==> src/rtl/pgwalk_pkg.sv <==
package pgwalk_pkg;

    typedef enum logic [2:0] {
        FLT_NONE = 3'd0,
        FLT_ACV  = 3'd1,
        FLT_TNV  = 3'd2,
        FLT_FOR  = 3'd3,
        FLT_FOW  = 3'd4,
        FLT_FOE  = 3'd5
    } fault_e;

    typedef enum logic [2:0] {
        ST_IDLE = 3'd0,
        ST_L1   = 3'd1,
        ST_L2   = 3'd2,
        ST_L3   = 3'd3,
        ST_DONE = 3'd4
    } state_e;

    localparam int ENT_VALID_BIT = 0;
    localparam int ENT_NO_RD_BIT = 1;
    localparam int ENT_NO_EX_BIT = 3;
    localparam int ENT_RD_BASE   = 8;
    localparam int ENT_WR_BASE   = 12;
    localparam int ENT_LINK_LO   = 32;

endpackage

==> src/rtl/pgwalk_precheck.sv <==
module pgwalk_precheck #(
    parameter int ADDR_W    = 64,
    parameter int IMPL_BITS = 43
) (
    input  logic [ADDR_W-1:0] va,
    output logic              canon,
    output logic              window_hit,
    output logic [ADDR_W-1:0] window_pa
);
    localparam int LOW_W   = IMPL_BITS - 3;
    localparam int UPPER_W = ADDR_W - IMPL_BITS;

    logic [UPPER_W-1:0] upper;

    always_comb begin
        upper      = va[ADDR_W-1:IMPL_BITS];
        canon      = (&upper) | ~(|upper);
        window_hit = va[ADDR_W-1] && (va[IMPL_BITS-1:IMPL_BITS-2] == 2'b10);
        window_pa  = '0;
        window_pa[LOW_W-1:0] = va[LOW_W-1:0];
        window_pa[IMPL_BITS] = va[LOW_W];
    end

endmodule

==> src/rtl/pgwalk_leaf_eval.sv <==
module pgwalk_leaf_eval
    import pgwalk_pkg::*;
#(
    parameter int ADDR_W = 64,
    parameter int MODE_W = 2
) (
    input  logic [ADDR_W-1:0] ent,
    input  logic [2:0]        need,
    input  logic [MODE_W-1:0] mode,
    output logic              pass,
    output fault_e            code,
    output logic [2:0]        prot
);
    logic       rd_en;
    logic       wr_en;
    logic [2:0] granted;
    logic [2:0] masked;

    always_comb begin
        rd_en   = ent[ENT_RD_BASE + int'(mode)];
        wr_en   = ent[ENT_WR_BASE + int'(mode)];
        granted = {rd_en, wr_en, rd_en};
        masked  = granted & ~ent[ENT_NO_EX_BIT:ENT_NO_RD_BIT];
        pass    = 1'b0;
        code    = FLT_ACV;
        prot    = '0;
        if ((need != 3'b000) && ((granted & need) == 3'b000)) begin
            code = FLT_ACV;
        end else if ((need != 3'b000) && ((masked & need) == 3'b000)) begin
            if (need[2])      code = FLT_FOE;
            else if (need[1]) code = FLT_FOW;
            else              code = FLT_FOR;
        end else begin
            pass = 1'b1;
            code = FLT_NONE;
            prot = masked;
        end
    end

endmodule

==> src/rtl/pgwalk_top.sv <==
module pgwalk_top
    import pgwalk_pkg::*;
#(
    parameter int ADDR_W    = 64,
    parameter int IMPL_BITS = 43,
    parameter int PAGE_BITS = 13,
    parameter int IDX_W     = 10,
    parameter int MODE_W    = 2
) (
    input  logic              clk,
    input  logic              rst_n,
    input  logic [ADDR_W-1:0] ptbase,
    input  logic              req_valid,
    output logic              req_ready,
    input  logic [ADDR_W-1:0] req_vaddr,
    input  logic [2:0]        req_need,
    input  logic [MODE_W-1:0] req_mode,
    output logic              mem_rd_valid,
    input  logic              mem_rd_ready,
    output logic [ADDR_W-1:0] mem_rd_addr,
    input  logic              mem_rsp_valid,
    input  logic [ADDR_W-1:0] mem_rsp_data,
    output logic              rsp_valid,
    output logic              rsp_ok,
    output logic [2:0]        rsp_fault,
    output logic [ADDR_W-1:0] rsp_paddr,
    output logic [2:0]        rsp_prot
);
    localparam int LEVELS    = 3;
    localparam int ENT_BYTES = 3;
    localparam int LINK_W    = ADDR_W - ENT_LINK_LO;

    typedef struct packed {
        state_e             st;
        logic               issued;
        logic [ADDR_W-1:0]  base;
        logic [ADDR_W-1:0]  va;
        logic [2:0]         need;
        logic [MODE_W-1:0]  mode;
        logic               ok;
        fault_e             fault;
        logic [ADDR_W-1:0]  paddr;
        logic [2:0]         prot;
    } walk_t;

    walk_t r_q, r_d;

    logic              canon;
    logic              window_hit;
    logic [ADDR_W-1:0] window_pa;
    logic              leaf_pass;
    fault_e            leaf_code;
    logic [2:0]        leaf_prot;
    logic [ADDR_W-1:0] link_addr;
    logic [IDX_W-1:0]  lvl_idx [LEVELS];
    logic [IDX_W-1:0]  cur_idx;

    pgwalk_precheck #(.ADDR_W(ADDR_W), .IMPL_BITS(IMPL_BITS)) u_pre (
        .va        (req_vaddr),
        .canon     (canon),
        .window_hit(window_hit),
        .window_pa (window_pa)
    );

    pgwalk_leaf_eval #(.ADDR_W(ADDR_W), .MODE_W(MODE_W)) u_leaf (
        .ent (mem_rsp_data),
        .need(r_q.need),
        .mode(r_q.mode),
        .pass(leaf_pass),
        .code(leaf_code),
        .prot(leaf_prot)
    );

    for (genvar g = 0; g < LEVELS; g++) begin : g_idx
        assign lvl_idx[g] = r_q.va[PAGE_BITS + (LEVELS-1-g)*IDX_W +: IDX_W];
    end

    always_comb begin
        case (r_q.st)
            ST_L2:   cur_idx = lvl_idx[1];
            ST_L3:   cur_idx = lvl_idx[2];
            default: cur_idx = lvl_idx[0];
        endcase
        link_addr = {{(ADDR_W-LINK_W){1'b0}}, mem_rsp_data[ADDR_W-1:ENT_LINK_LO]} << PAGE_BITS;
    end

    assign mem_rd_addr = r_q.base + ({{(ADDR_W-IDX_W){1'b0}}, cur_idx} << ENT_BYTES);

    always_comb begin
        r_d          = r_q;
        req_ready    = 1'b0;
        mem_rd_valid = 1'b0;
        rsp_valid    = 1'b0;
        case (r_q.st)
            ST_IDLE: begin
                req_ready = 1'b1;
                if (req_valid) begin
                    r_d.va     = req_vaddr;
                    r_d.need   = req_need;
                    r_d.mode   = req_mode;
                    r_d.issued = 1'b0;
                    r_d.ok     = 1'b0;
                    r_d.fault  = FLT_ACV;
                    r_d.paddr  = '0;
                    r_d.prot   = '0;
                    if (!canon) begin
                        r_d.st = ST_DONE;
                    end else if (window_hit) begin
                        r_d.st = ST_DONE;
                        if (req_mode == '0) begin
                            r_d.ok    = 1'b1;
                            r_d.fault = FLT_NONE;
                            r_d.paddr = window_pa;
                            r_d.prot  = 3'b111;
                        end
                    end else begin
                        r_d.base = ptbase;
                        r_d.st   = ST_L1;
                    end
                end
            end
            ST_L1, ST_L2, ST_L3: begin
                mem_rd_valid = !r_q.issued;
                if (!r_q.issued) begin
                    if (mem_rd_ready) r_d.issued = 1'b1;
                end else if (mem_rsp_valid) begin
                    r_d.issued = 1'b0;
                    if (!mem_rsp_data[ENT_VALID_BIT]) begin
                        r_d.fault = FLT_TNV;
                        r_d.st    = ST_DONE;
                    end else if (r_q.st != ST_L3) begin
                        if (!mem_rsp_data[ENT_RD_BASE]) begin
                            r_d.fault = FLT_ACV;
                            r_d.st    = ST_DONE;
                        end else begin
                            r_d.base = link_addr;
                            r_d.st   = (r_q.st == ST_L1) ? ST_L2 : ST_L3;
                        end
                    end else begin
                        r_d.st    = ST_DONE;
                        r_d.fault = leaf_code;
                        if (leaf_pass) begin
                            r_d.ok    = 1'b1;
                            r_d.prot  = leaf_prot;
                            r_d.paddr = link_addr |
                                {{(ADDR_W-PAGE_BITS){1'b0}}, r_q.va[PAGE_BITS-1:0]};
                        end
                    end
                end
            end
            ST_DONE: begin
                rsp_valid = 1'b1;
                r_d.st    = ST_IDLE;
            end
            default: r_d.st = ST_IDLE;
        endcase
    end

    always_ff @(posedge clk or negedge rst_n) begin
        if (!rst_n) begin
            r_q <= '{st: ST_IDLE, issued: 1'b0, base: '0, va: '0, need: '0,
                     mode: '0, ok: 1'b0, fault: FLT_NONE, paddr: '0, prot: '0};
        end else begin
            r_q <= r_d;
        end
    end

    assign rsp_ok    = r_q.ok;
    assign rsp_fault = r_q.fault;
    assign rsp_paddr = r_q.paddr;
    assign rsp_prot  = r_q.prot;


    rd_hold_chk: assert property (@(posedge clk) disable iff (!rst_n)
        mem_rd_valid && !mem_rd_ready |=> mem_rd_valid && $stable(mem_rd_addr));


    rd_single_chk: assert property (@(posedge clk) disable iff (!rst_n)
        mem_rd_valid && mem_rd_ready |=> !mem_rd_valid);


    rsp_pulse_chk: assert property (@(posedge clk) disable iff (!rst_n)
        rsp_valid |=> !rsp_valid && req_ready);


    flt_clean_chk: assert property (@(posedge clk) disable iff (!rst_n)
        rsp_valid && !rsp_ok |-> rsp_paddr == '0 && rsp_prot == '0 && rsp_fault != 3'd0);


    noncanon_chk: assert property (@(posedge clk) disable iff (!rst_n)
        req_valid && req_ready && !canon |=> rsp_valid && rsp_fault == 3'd1 && !mem_rd_valid);


    idle_quiet_chk: assert property (@(posedge clk) disable iff (!rst_n)
        req_ready |-> !mem_rd_valid && !rsp_valid);

endmodule

==> config.mk <==
export PLATFORM = sky130hd
export DESIGN_NAME = pgwalk_top
export DESIGN_NICKNAME = d
export VERILOG_FILES = /design/src/rtl/pgwalk_pkg.sv /design/src/rtl/pgwalk_precheck.sv /design/src/rtl/pgwalk_leaf_eval.sv /design/src/rtl/pgwalk_top.sv
export SDC_FILE = /design/constraint.sdc
export NUM_CORES = 1
export LEC_CHECK = 0
export ABC_AREA = 1
export BUFFER_PORTS_ARGS = -buffer_cell sky130_fd_sc_hd__buf_2
export CAP_MARGIN = 30
export CORE_ASPECT_RATIO = 2
export CORE_MARGIN = 5
export CORE_UTILIZATION = 45
export CTS_CLUSTER_SIZE = 20
export DETAILED_ROUTE_END_ITERATION = 7
export PLACE_DENSITY = 0.74
export SLEW_MARGIN = 5
export SYNTH_ARGS = -nofsm -noshare
export SYNTH_HDL_FRONTEND = slang
export SYNTH_HIERARCHICAL = 1
export SYNTH_SLANG_ARGS = --single-unit
==> constraint.sdc <==
create_clock -name clk -period 4.65 [get_ports clk]
set_input_delay 0.6975 -clock clk [delete_from_list [all_inputs] [get_ports clk]]
set_output_delay 0.6975 -clock clk [all_outputs]
set_load 0.01 [all_outputs]
# After elaboration in Yosys (flattened, before gate mapping)
# Index checks and enable logic that the tools add are counted.
[classes] add_sub_neg=3 n_lt_le_gt_ge=2 eq_ne=17 mux=52 bitwise=7 reduce_logical=19
[op_table] operator="$mux W64" count=6
[op_table] operator="$mux W71" count=5
[op_table] operator="$mux W208" count=1
[op_table] operator="$mux W67" count=3
[op_table] operator="$pmux W71 S2" count=1
[op_table] operator="$pmux W65 S2" count=1
[op_table] operator="$mux W68" count=1
[op_table] operator="$add A64 B13 Y64" count=1
[op_table] operator="$lt A32 B8 Y1 const B" count=2
[op_table] operator="$mux W3" count=15
[op_table] operator="$or A45 B13 Y45" count=1
[op_table] operator="$reduce_and A21 Y1" count=1
[op_table] operator="$reduce_or A21 Y1" count=1
[op_table] operator="$ne A2 B2 Y1 const B" count=10
[op_table] operator="$pmux W10 S2" count=1
[op_table] operator="$mux W1" count=15
[op_table] operator="$bmux W1 S6" count=2
[op_table] operator="$add A4 B2 Y5 const A" count=2
[op_table] operator="$and A3 B3 Y3" count=3
[op_table] operator="$logic_not A3 Y1" count=3
[op_table] operator="$reduce_and A9 Y1" count=1
[op_table] operator="$reduce_and A7 Y1" count=1
[op_table] operator="$eq A3 B2 Y1 const B" count=2
[op_table] operator="$pmux W3 S2" count=1
[op_table] operator="17 further kinds" count=20
[totals] reg_bits=208 in_bits=202 out_inout_bits=138 word_cells=110

# Longest topological paths before layout
[logic_depth] word_depth=16 depth_mapped=20 depth_no_buf=19

# Modules after synthesis
# The synthesis kept the hierarchy.
[modules_own_cells] mod="pgwalk_top" instances=1 cells_each=1699 area_per_inst_um2=11830.1
[modules_own_cells] mod="pgwalk_precheck" instances=1 cells_each=106 area_per_inst_um2=646.9
[modules_own_cells] mod="pgwalk_leaf_eval" instances=1 cells_each=46 area_per_inst_um2=227.7

# Least setup slack after synthesis
# Ideal clock, no wire load.
[synth_path] path_type="flip-flop to output port" from="reg r_q[207] (netlist name)" to="out mem_rd_addr[29]" t_arrival_ps=2635 slack_ps=1318 path_stages_with_launch=18 path_buffers=1 path_cell_list="dfrtp_1 > inv_2 > nand2_1 > nor2_4 > inv_2 > clkbuf_1 > nor2_1 > nor2_1 > ha_1 > fa_1 > nand3_1 > nand2_1 > nand2_1 > nand2_1 > nand2_1 > nand2_1 > nand2_1 > xor2_1"
[synth_between] elab_chain_len=3 elab_cells_between_ends=4 classes_between="add/sub: 1; eq/ne: 2; mux: 1"
[synth_lines] item="start: declaration" line_no="pgwalk_top.sv:46" source="walk_t r_q, r_d;"
[synth_lines] item="start signal: assignment" line_no="pgwalk_top.sv:161" source="r_q <= '{st: ST_IDLE, issued: 1'b0, base: '0, va: '0, need: '0,"
[synth_lines] item="start signal: assignment" line_no="pgwalk_top.sv:164" source="r_q <= r_d;"
[synth_lines] item="$eq A3 B2 Y1" line_no="pgwalk_top.sv:79" source="case (r_q.st)"
[synth_lines] item="$pmux W10 S2 (*)" line_no="pgwalk_top.sv:79"
[synth_lines] item="$add A64 B13 Y64 (*)" line_no="pgwalk_top.sv:87" source="assign mem_rd_addr = r_q.base + ({{(ADDR_W-IDX_W){1'b0}}, cur_idx} << ENT_BYTES);"
[synth_lines] item="end: declaration" line_no="pgwalk_top.sv:20" source="output logic [ADDR_W-1:0] mem_rd_addr,"
# Mark *: on every way between the ends. The rest lies on a longest branch, timed or not.

# Final worst setup path
# Same ends and word-level chain as after synthesis.

==> metrics <==
outcome=finished clean; total power=5.03 mW; Hold Fails Final Rpt=0; clock skew=0.00843 ns; crit path DAT=3.72 ns; setup tns final=0 ns; DRT iter0 DRCs=837; first-pass GRT wire length=70,200 µm; number of max-cap violations=0; estimated wirelength of the detail-placed design=37,900 µm; slew at the pin with the worst max-slew slack=0.976 ns; FMAX=226 MHz; Final Max Tran Viols=0; htree depth=4; syn avg cell area=6.86 µm²; Synth Register Bits=187; Worst-Skew Late Latency=0.44 ns; NumNets Final=2,222; Die Span Y=248 µm; Hold Buf Count CTS=0; CP Max Fanout=11; unrepaired setup endpoints after global routing=no; vias in the first global route=12,300; number of library cell types mapped by synthesis=44; port bufs=319; placed cell area=13,500 µm²; gr usage total=0.292; clock slew at reported path FFs=0.07 ns; Die X=129 µm; Routed Antenna Nets=0; Rows=87; post-place setup slack=0.414 ns; antenna violations before repair=9; Pre-Repair DR Iteration Count=5; post-synthesis sequential area ratio=0.368; Sink Count=187; Routability Congestion=1.05; min-delay worst type=in -> async; relative slew slack=0.348; Core ar.=28,100 µm²; Critical Path Source Type=flip-flop; post-route cell area=14,100 µm²; CTS tree=done; Critical Path End Type=output port; Final Setup Violations=0; residual DRC count=0; clock buffer depth=2; pin count of the biggest net entering global routing=103; WHS=0.338 ns; Cell Area, Synth=12,700 µm²; final worst slack=0.234 ns; min Tclk post-route=4.42 ns; post-DR vias/cell=5.25; DIE AREA=31,900 µm²; share of cells above drive strength 1=0.200; number of clock buffers inserted by TritonCTS=17; remaining global-route overflow=0; Peak VDD IR=0.280 mV; Area growth, synth to finish=11.2%; final wirelength=47,200 µm; Initial Util=0.452; Synth warnings=6; DR WL/cell=19.8 µm; CP required=3.95 ns; pwr/cell area=356 nW/µm²; Ports=340; CTS root buf=clkbuf_16; P_leak=7.69 nW; Mapped Cells=1,851; final worst-path cycle share=0.950; via count=12,500; post-CTS setup buffers=0; Setup CP Type=reg -> out; post-CTS sizing=2
## per-layer routing
metal,vias to the layer above,global-route usage,part of all wire
met5,-,0,0.00085
li1,6087,-,-
met2,475,0.546,0.54
met1,5826,0.299,0.34
met3,114,0.0452,0.053
met4,6,0.176,0.066
## cell usage after synthesis, drive strengths merged
library cell / number / area (µm²)
nand2: 672 / 2540
nor2: 211 / 853
dfrtp: 187 / 4680
buf: 180 / 1360
o21ai: 119 / 607
nand3: 114 / 581
inv: 113 / 424
a21oi: 50 / 250
a22oi: 42 / 315
clkbuf: 38 / 149
nand4: 30 / 194
xor2: 24 / 210
nor3: 17 / 90.1
nand3b: 14 / 105
o22ai: 11 / 68.8
ha: 10 / 125
a31oi: 4 / 25.0
and2: 3 / 20.0
nor3b: 2 / 15.0
o211ai: 2 / 15.0
or2: 2 / 12.5
a21boi: 1 / 7.51
conb: 1 / 3.75
fa: 1 / 20.0
o21a: 1 / 7.51
o2bb2ai: 1 / 8.76
xnor2: 1 / 8.76
## stage by stage
stage | cells | utilization
after floorplan | 1873 | -
after CTS | 2378 | 0.502
after global routing | 2382 | 0.503
final | 2384 | 0.503
after detailed placement | 2346 | 0.480
after global placement | 2345 | 0.479
## cells by family after synthesis
kind of cell	count (synthesis)	share of synthesized area
AO/OA/AOI/OAI	231	0.103
AND/OR/NAND/NOR	1065	0.348
buffers and inverters	331	0.152
flip-flops	187	0.368
XOR/XNOR	25	0.0172
adder cells (fa/ha/maj)	11	0.0114
other	1	0.000295
## registers in the layout, summed over array words and instances, names as in the netlist
signal / cells
rsp_paddr: 64
rsp_ok: 1
rsp_prot: 3
lvl_idx: 30
rsp_fault: 3
r_q: 86
## placed cells by master, fill, tap and decap left out, drive strengths merged, types with 2 or more instances in the layout
master      n
inv       115
a21oi      50
a22oi      42
nor3b       2
nand3b     14
diode       6
nand2     672
xor2       24
nand4      30
clkinvlp    4
dfrtp     187
o22ai      11
buf       334
ha         10
nor3       17
and2        3
nand3     114
or2         2
o21ai     119
o211ai      2
nor2      211
bufinv      3
clkbuf     22
conb       23
clkinv      2
a31oi       4
## path summary, 6_finish.rpt
kind                         startpoint         endpoint  slack, ns  depth (start not counted)
max in group asynchronous         rst_n      lvl_idx[16]       3.32                          2
max reg2reg                    r_q[207]         r_q[172]       1.49                          7
min in group clk            req_need[1]          r_q[74]       0.46                          3
min                               rst_n         r_q[178]       0.34                          1
max                            r_q[207]  mem_rd_addr[29]       0.23                         17
min reg2reg                rsp_fault[0]     rsp_fault[0]       0.47                          2
## critical path: stages (launching register included)
cell     delay, ns
dfrtp_1       0.47
inv_2         0.12
nand2_1       0.11
inv_2         0.21
nand2_2       0.17
o22ai_1       0.15
nor2_1        0.09
ha_1          0.25
fa_1          0.42
nand3_1       0.10
nand2_1       0.13
nand2_1       0.10
nand2_1       0.13
nand2_1       0.10
nand2_1       0.23
nand2_1       0.18
xor2_1        0.16
buf_2         0.15
## layout make-up
cell class / instances / area, µm²
Antenna cell: 6 / 15.0
Clock buffer: 21 / 470
Clock inverter: 11 / 158
Fill cell: 2950 / 14000
Inverter: 113 / 424
Multi-Input combinational cell: 1355 / 6190
Sequential cell: 187 / 4680
Tap cell: 356 / 445
Timing Repair Buffer: 335 / 1750
## power breakdown
group / switching [mW] / internal, mW / leakage, nW
clock network: 0.662 / 0.896 / 0.294
logic: 0.844 / 0.481 / 4.99
registers: 0.286 / 1.87 / 2.41
total: 1.79 / 3.24 / 7.69
Power figures use the tool's default switching activity.
